$ cat config.mk
export PLATFORM = sky130hd
export DESIGN_NAME = i2cs_target
export DESIGN_NICKNAME = d
export VERILOG_FILES = /design/src/rtl/i2cs_pkg.sv /design/src/rtl/i2cs_sync.sv /design/src/rtl/i2cs_strap.sv /design/src/rtl/i2cs_regbank.sv /design/src/rtl/i2cs_target.sv
export SDC_FILE = /design/constraint.sdc
export NUM_CORES = 1
export LEC_CHECK = 0
export ABC_AREA = 1
export BUFFER_PORTS_ARGS = -buffer_cell sky130_fd_sc_hd__buf_4
export CAP_MARGIN = 20
export CORE_ASPECT_RATIO = 1.25
export CORE_MARGIN = 5
export CORE_UTILIZATION = 63
export CTS_CLUSTER_DIAMETER = 150
export CTS_CLUSTER_SIZE = 28
export DETAILED_ROUTE_END_ITERATION = 10
export GPL_TIMING_DRIVEN = 0
export PLACE_DENSITY = 0.86
export SLEW_MARGIN = 10
export SYNTH_ARGS = -nofsm -noshare
export SYNTH_HDL_FRONTEND = slang
export SYNTH_SLANG_ARGS = --single-unit
$ cat constraint.sdc
create_clock -name clk -period 2.61 [get_ports clk]
set_input_delay 0.1305 -clock clk [delete_from_list [all_inputs] [get_ports clk]]
set_output_delay 0.1305 -clock clk [all_outputs]
set_load 0.005 [all_outputs]
$ cat src/rtl/i2cs_pkg.sv
package i2cs_pkg;
  typedef enum logic [3:0] {
    ST_IDLE,
    ST_ADDR,
    ST_ADDR_ACK,
    ST_PTR,
    ST_PTR_ACK,
    ST_WDAT,
    ST_WDAT_ACK,
    ST_RDAT,
    ST_RDAT_ACK,
    ST_WAIT
  } bus_st_e;

  localparam logic [4:0] ADDR_PREFIX = 5'b10001;
  localparam int BYTE_W = 8;
endpackage

$ cat src/rtl/i2cs_sync.sv
module i2cs_sync #(
  parameter int         W       = 1,
  parameter bit [W-1:0] RST_VAL = '1
) (
  input  logic         clk,
  input  logic         rst_n,
  input  logic [W-1:0] d,
  output logic [W-1:0] q
);
  logic [W-1:0] meta;

  always_ff @(posedge clk or negedge rst_n) begin
    if (!rst_n) begin
      meta <= RST_VAL;
      q    <= RST_VAL;
    end else begin
      meta <= d;
      q    <= meta;
    end
  end
endmodule

$ cat src/rtl/i2cs_strap.sv
module i2cs_strap #(
  parameter int FOLLOW_EDGES = 4
) (
  input  logic       clk,
  input  logic       rst_n,
  input  logic       pin,
  input  logic       scl,
  input  logic       sda,
  output logic [1:0] code
);
  localparam int CW = $clog2(FOLLOW_EDGES + 1);
  localparam logic [CW-1:0] CMAX = CW'(FOLLOW_EDGES);

  logic [1:0] line, line_q, locked;
  assign line = {sda, scl};

  always_ff @(posedge clk or negedge rst_n) begin
    if (!rst_n) line_q <= 2'b11;
    else        line_q <= line;
  end

  // one follower counter per bus line: index 0 tracks SCL, index 1 tracks SDA
  for (genvar g = 0; g < 2; g++) begin : g_follow
    logic [CW-1:0] cnt;
    always_ff @(posedge clk or negedge rst_n) begin
      if (!rst_n)                                   cnt <= '0;
      else if (pin != line[g])                      cnt <= '0;
      else if (line[g] != line_q[g] && cnt != CMAX) cnt <= cnt + 1'b1;
    end
    assign locked[g] = (cnt == CMAX);
  end

  always_comb begin
    if (locked[0])      code = 2'b01;
    else if (locked[1]) code = 2'b10;
    else                code = {pin, pin};
  end
endmodule

$ cat src/rtl/i2cs_regbank.sv
module i2cs_regbank #(
  parameter int DEPTH = 16,
  parameter int DW    = 8,
  parameter int AW    = 8
) (
  input  logic          clk,
  input  logic          rst_n,
  input  logic          we,
  input  logic [AW-1:0] waddr,
  input  logic [DW-1:0] wdata,
  input  logic [AW-1:0] raddr,
  output logic [DW-1:0] rdata
);
  localparam int IW = (DEPTH > 1) ? $clog2(DEPTH) : 1;

  logic [DW-1:0] mem [DEPTH];

  for (genvar g = 0; g < DEPTH; g++) begin : g_reg
    logic [DW-1:0] q;
    always_ff @(posedge clk or negedge rst_n) begin
      if (!rst_n)                          q <= '0;
      else if (we && waddr == AW'(g))      q <= wdata;
    end
    assign mem[g] = q;
  end

  assign rdata = (32'(raddr) < DEPTH) ? mem[raddr[IW-1:0]] : '0;
endmodule

$ cat src/rtl/i2cs_target.sv
module i2cs_target
  import i2cs_pkg::*;
#(
  parameter int DEPTH        = 16,
  parameter int FOLLOW_EDGES = 4
) (
  input  logic clk,
  input  logic rst_n,
  input  logic scl_i,
  input  logic sda_i,
  input  logic strap_i,
  output logic sda_oe
);
  localparam int AW = BYTE_W;
  localparam logic [3:0] LAST_BIT = 4'd8;

  logic [2:0] sync_q;
  logic       scl_s, sda_s, strap_s, scl_p, sda_p;
  logic       scl_rise, scl_fall, start_ev, stop_ev;
  logic [1:0] strap_code, strap_lat;

  bus_st_e           st;
  logic [3:0]        bitcnt;
  logic [BYTE_W-1:0] shreg, rdata;
  logic [AW-1:0]     ptr;
  logic              rw, host_ack, we;

  i2cs_sync #(.W(3), .RST_VAL(3'b111)) u_sync (
    .clk(clk), .rst_n(rst_n), .d({strap_i, sda_i, scl_i}), .q(sync_q)
  );
  assign {strap_s, sda_s, scl_s} = sync_q;

  always_ff @(posedge clk or negedge rst_n) begin
    if (!rst_n) begin
      scl_p <= 1'b1;
      sda_p <= 1'b1;
    end else begin
      scl_p <= scl_s;
      sda_p <= sda_s;
    end
  end

  assign scl_rise = scl_s & ~scl_p;
  assign scl_fall = ~scl_s & scl_p;
  assign start_ev = scl_s & scl_p & sda_p & ~sda_s;
  assign stop_ev  = scl_s & scl_p & ~sda_p & sda_s;

  i2cs_strap #(.FOLLOW_EDGES(FOLLOW_EDGES)) u_strap (
    .clk(clk), .rst_n(rst_n), .pin(strap_s), .scl(scl_s), .sda(sda_s),
    .code(strap_code)
  );

  assign we = (st == ST_WDAT) && scl_fall && (bitcnt == LAST_BIT);

  i2cs_regbank #(.DEPTH(DEPTH), .DW(BYTE_W), .AW(AW)) u_bank (
    .clk(clk), .rst_n(rst_n), .we(we), .waddr(ptr), .wdata(shreg),
    .raddr(ptr), .rdata(rdata)
  );

  always_ff @(posedge clk or negedge rst_n) begin
    if (!rst_n) begin
      st        <= ST_IDLE;
      bitcnt    <= '0;
      shreg     <= '0;
      ptr       <= '0;
      rw        <= 1'b0;
      host_ack  <= 1'b0;
      strap_lat <= '0;
      sda_oe    <= 1'b0;
    end else if (start_ev) begin
      st        <= ST_ADDR;
      bitcnt    <= '0;
      sda_oe    <= 1'b0;
      strap_lat <= strap_code;
    end else if (stop_ev) begin
      st     <= ST_IDLE;
      sda_oe <= 1'b0;
    end else begin
      case (st)
        ST_ADDR, ST_PTR, ST_WDAT: begin
          if (scl_rise) begin
            shreg  <= {shreg[BYTE_W-2:0], sda_s};
            bitcnt <= bitcnt + 1'b1;
          end else if (scl_fall && bitcnt == LAST_BIT) begin
            bitcnt <= '0;
            if (st == ST_ADDR) begin
              if (shreg[7:1] == {ADDR_PREFIX, strap_lat}) begin
                sda_oe <= 1'b1;
                rw     <= shreg[0];
                st     <= ST_ADDR_ACK;
              end else begin
                st <= ST_IDLE;
              end
            end else if (st == ST_PTR) begin
              ptr    <= shreg;
              sda_oe <= 1'b1;
              st     <= ST_PTR_ACK;
            end else begin
              ptr    <= ptr + 1'b1;
              sda_oe <= 1'b1;
              st     <= ST_WDAT_ACK;
            end
          end
        end
        ST_ADDR_ACK: begin
          if (scl_fall) begin
            if (rw) begin
              shreg  <= rdata;
              sda_oe <= ~rdata[BYTE_W-1];
              st     <= ST_RDAT;
            end else begin
              sda_oe <= 1'b0;
              st     <= ST_PTR;
            end
          end
        end
        ST_PTR_ACK, ST_WDAT_ACK: begin
          if (scl_fall) begin
            sda_oe <= 1'b0;
            st     <= ST_WDAT;
          end
        end
        ST_RDAT: begin
          if (scl_rise) begin
            bitcnt <= bitcnt + 1'b1;
          end else if (scl_fall) begin
            if (bitcnt == LAST_BIT) begin
              sda_oe <= 1'b0;
              bitcnt <= '0;
              ptr    <= ptr + 1'b1;
              st     <= ST_RDAT_ACK;
            end else begin
              shreg  <= {shreg[BYTE_W-2:0], 1'b0};
              sda_oe <= ~shreg[BYTE_W-2];
            end
          end
        end
        ST_RDAT_ACK: begin
          if (scl_rise) begin
            host_ack <= ~sda_s;
          end else if (scl_fall) begin
            if (host_ack) begin
              shreg  <= rdata;
              sda_oe <= ~rdata[BYTE_W-1];
              st     <= ST_RDAT;
            end else begin
              st <= ST_WAIT;
            end
          end
        end
        default: ;
      endcase
    end
  end
endmodule

==> flow_metrics.tcl <==
set metrics [dict create \
    outcome "complete, no violations" \
    dpl_cell_area_um2 8910 \
    cts-buffers-inserted 17 \
    setup_violations 0 \
    cts_buffer_depth 2 \
    grt_setup_unrepaired "true" \
    worstSetupStartpointType "register" \
    cts_setup_buffers 0 \
    synthFlopType "dfrtp_1" \
    clock_skew_ns 0.00939 \
    whs_ns 0.235 \
    clk_latency_ns 0.43 \
    grt-ovfl-total 0 \
    dr_total_vias 7838 \
    clkTransAtPathRegs_ns 0.07 \
    drt_iter0_markers 861 \
    drv_cap 0 \
    coreArea_um2 13300 \
    async_flop_share_pct 100 \
    h-tree-depth 4 \
    worstPathArrival_ns 2.78 \
    ys_seq_elements 171 \
    postSynthCellCount 1096 \
    cpPeakStageDelay_ns 0.54 \
    crit_buf_inv 3 \
    n_antenna_cell 0 \
    hold_viol 0 \
    grt_pass1_vias 7843 \
    grt_pass1_wl_um 38600 \
    required_ns 2.91 \
    wl_per_cell_um 17.8 \
    worstSetupPathType "register to register" \
    routed_wl_um 23300 \
    antenna_found_initial 0 \
    routabilityCongestion 0.951 \
    p_per_area_nw_per_um2 1010 \
    num_io_pins 6 \
    max_freq_ghz 0.402 \
    drive_gt1_share_pct 7.74 \
    start_util_pct 64.6 \
    period_share_pct 95.2 \
    cp-end-kind "register" \
    yosysUniqueCellTypes 32 \
    crit_family "buffers and inverters" \
    crit_path_max_fanout 11 \
    drv_slew 0 \
    slowest_stage "dfrtp_1" \
    syn2layout_area_growth_pct 10.8 \
    cts_tree "yes" \
    cts.sinks 171 \
    yosysWarningCount 0 \
    die_x_um 115 \
    row_count 47 \
    synth_edf_count 0 \
    grt.met3_usage_pct 5.27 \
    design_area_um2 9550 \
    leakagePower_uw 0.00452 \
    grtUsageMet1_pct 36.4 \
    irDropWorstVdd_uv 627 \
    gr-max-usage-layer "met2" \
    worst-slew-pin-transition_ns 0.705 \
    hold_class "input pin to async pin" \
    path_cells "clkinv_1, clkbuf_2, ha_1, nand3_1, clkbuf_1, o21ai_0" \
    avgViaCountPerCell 5.99 \
    final_core_util_pct 71.6 \
    use_met2_pct 51.4 \
    ant_nets 0 \
    grt_usage_pct 30.5 \
    die-area_um2 16100 \
    relSlewSlack_pct 53.0 \
    drc 0 \
    avgSynthCellArea_um2 7.87 \
    fin_nets 1142 \
    synthesis.area_um2 8620 \
    die_y_um 141 \
    period_needed_ns 2.49 \
    syn-num-nets 1114 \
    grt_max_degree 100 \
    firstDrtPassIters 7 \
    reg2reg_setup_slack_ns 0.12 \
    fin_setup_tns_ns 0 \
    root_buffer "clkbuf_16" \
    hpwlAfterDp_um 16000 \
    yosysSeqAreaShare_pct 49.8 \
    numPortBuffers 5 \
]
## path summary, 6_finish.rpt
path	start	end	cells past startpoint
min in group clk	strap_i	u_sync.meta[2]	2
max reg2reg	ptr[1]	u_bank.g_reg[0].q[6]	6
min reg2reg	u_sync.meta[1]	u_sync.q[1]	0
max in group asynchronous	rst_n	u_bank.g_reg[11].q[2]	3
max	ptr[1]	u_bank.g_reg[0].q[6]	6
min	rst_n	u_strap.g_follow[1].cnt[0]	2
## state kept, by name (all words and copies together) (netlist names)
name / cells
u_strap.line_q: 1
host_ack: 1
sda_p: 1
u_sync.q: 3
u_sync.meta: 3
rw: 1
st: 4
sda_oe: 1
shreg: 8
strap_lat: 2
bitcnt: 4
u_bank.g.q: 128
ptr: 8
u_strap.g_follow.cnt: 6
## logic make-up after synthesis
kind of cell             Yosys count  synth area share [%]
AO/OA/AOI/OAI                    251                  14.8
flip-flops                       171                  49.8
AND/OR/NAND/NOR                  532                  26.3
XOR/XNOR                          10                  1.02
adder cells (fa/ha/maj)           13                  1.89
buffers and inverters            119                  6.27
## synthesized netlist by cell type, drive strengths merged (3+ instances only)
cell	count	area share [%]
nand2	309	14
o21ai	230	13
dfrtp	163	47
nor2	151	6.7
inv	67	2.9
nand3	60	4.9
clkbuf	31	1.3
buf	19	1.9
ha	13	1.9
a21oi	9	0.52
dfstp	8	2.4
o22ai	8	0.58
xor2	7	0.71
nand4	4	0.29
nand3b	3	0.26
nor3b	3	0.38
xnor2	3	0.30
## cells in the final DEF (no fill, tap or decap), types with 6 or more instances in the layout
master,count
dfstp_2,8
nand3_1,50
buf_2,6
o22ai_1,8
xor2_1,7
a21oi_1,9
dfrtp_1,163
buf_6,10
nor2_1,148
o21ai_1,15
inv_1,63
o21ai_0,215
clkbuf_16,17
nand3_4,10
nand2_1,307
clkbuf_1,28
ha_1,13
## where the power goes
part / leakage (uW) / switching [uW] / internal [uW]
combinational: 0.00192 / 2860 / 1060
sequential: 0.00231 / 229 / 2870
clock: 0.000292 / 1080 / 1530
total: 0.00452 / 4170 / 5460
## per-stage QoR
| stage | power (uW) | instances | worst slack (ns) |
|---|---|---|---|
| after floorplan | 5710 | 1096 | 0.698 |
| after CTS | 9530 | 1308 | 0.116 |
| after global placement | 6830 | 1272 | 0.0475 |
| after global routing | 10200 | 1308 | -0.0220 |
| after detailed placement | 6910 | 1273 | -0.0214 |
| final | 9630 | 1308 | 0.125 |
## cell type report
class | count | area (um^2)
buffer | 49 | 282
clock buffer | 18 | 439
clock inverter | 14 | 168
fill | 1027 | 3790
inverter | 69 | 259
multi-input combinational | 806 | 3790
sequential | 171 | 4290
tap | 171 | 214
timing repair buffer | 10 | 113
## routing by layer
| metal | up-vias | share of wire (%) |
|---|---|---|
| met1 | 3678 | 38 |
| met4 | 0 | 5.6 |
| met3 | 112 | 6.8 |
| met5 | - | 0 |
| li1 | 3624 | - |
| met2 | 424 | 50 |
## repair_timing
item | in CTS | in global routing
hold buffers | 4 | 0
endpoints found under the setup margin | 7 | 36
hold endpoints to repair | 67 | 0
gates cloned | 0 | 0
pin swaps | 0 | 1
resized for setup | 0 | 6
Note: power is estimated with default switching activity, not from simulation.
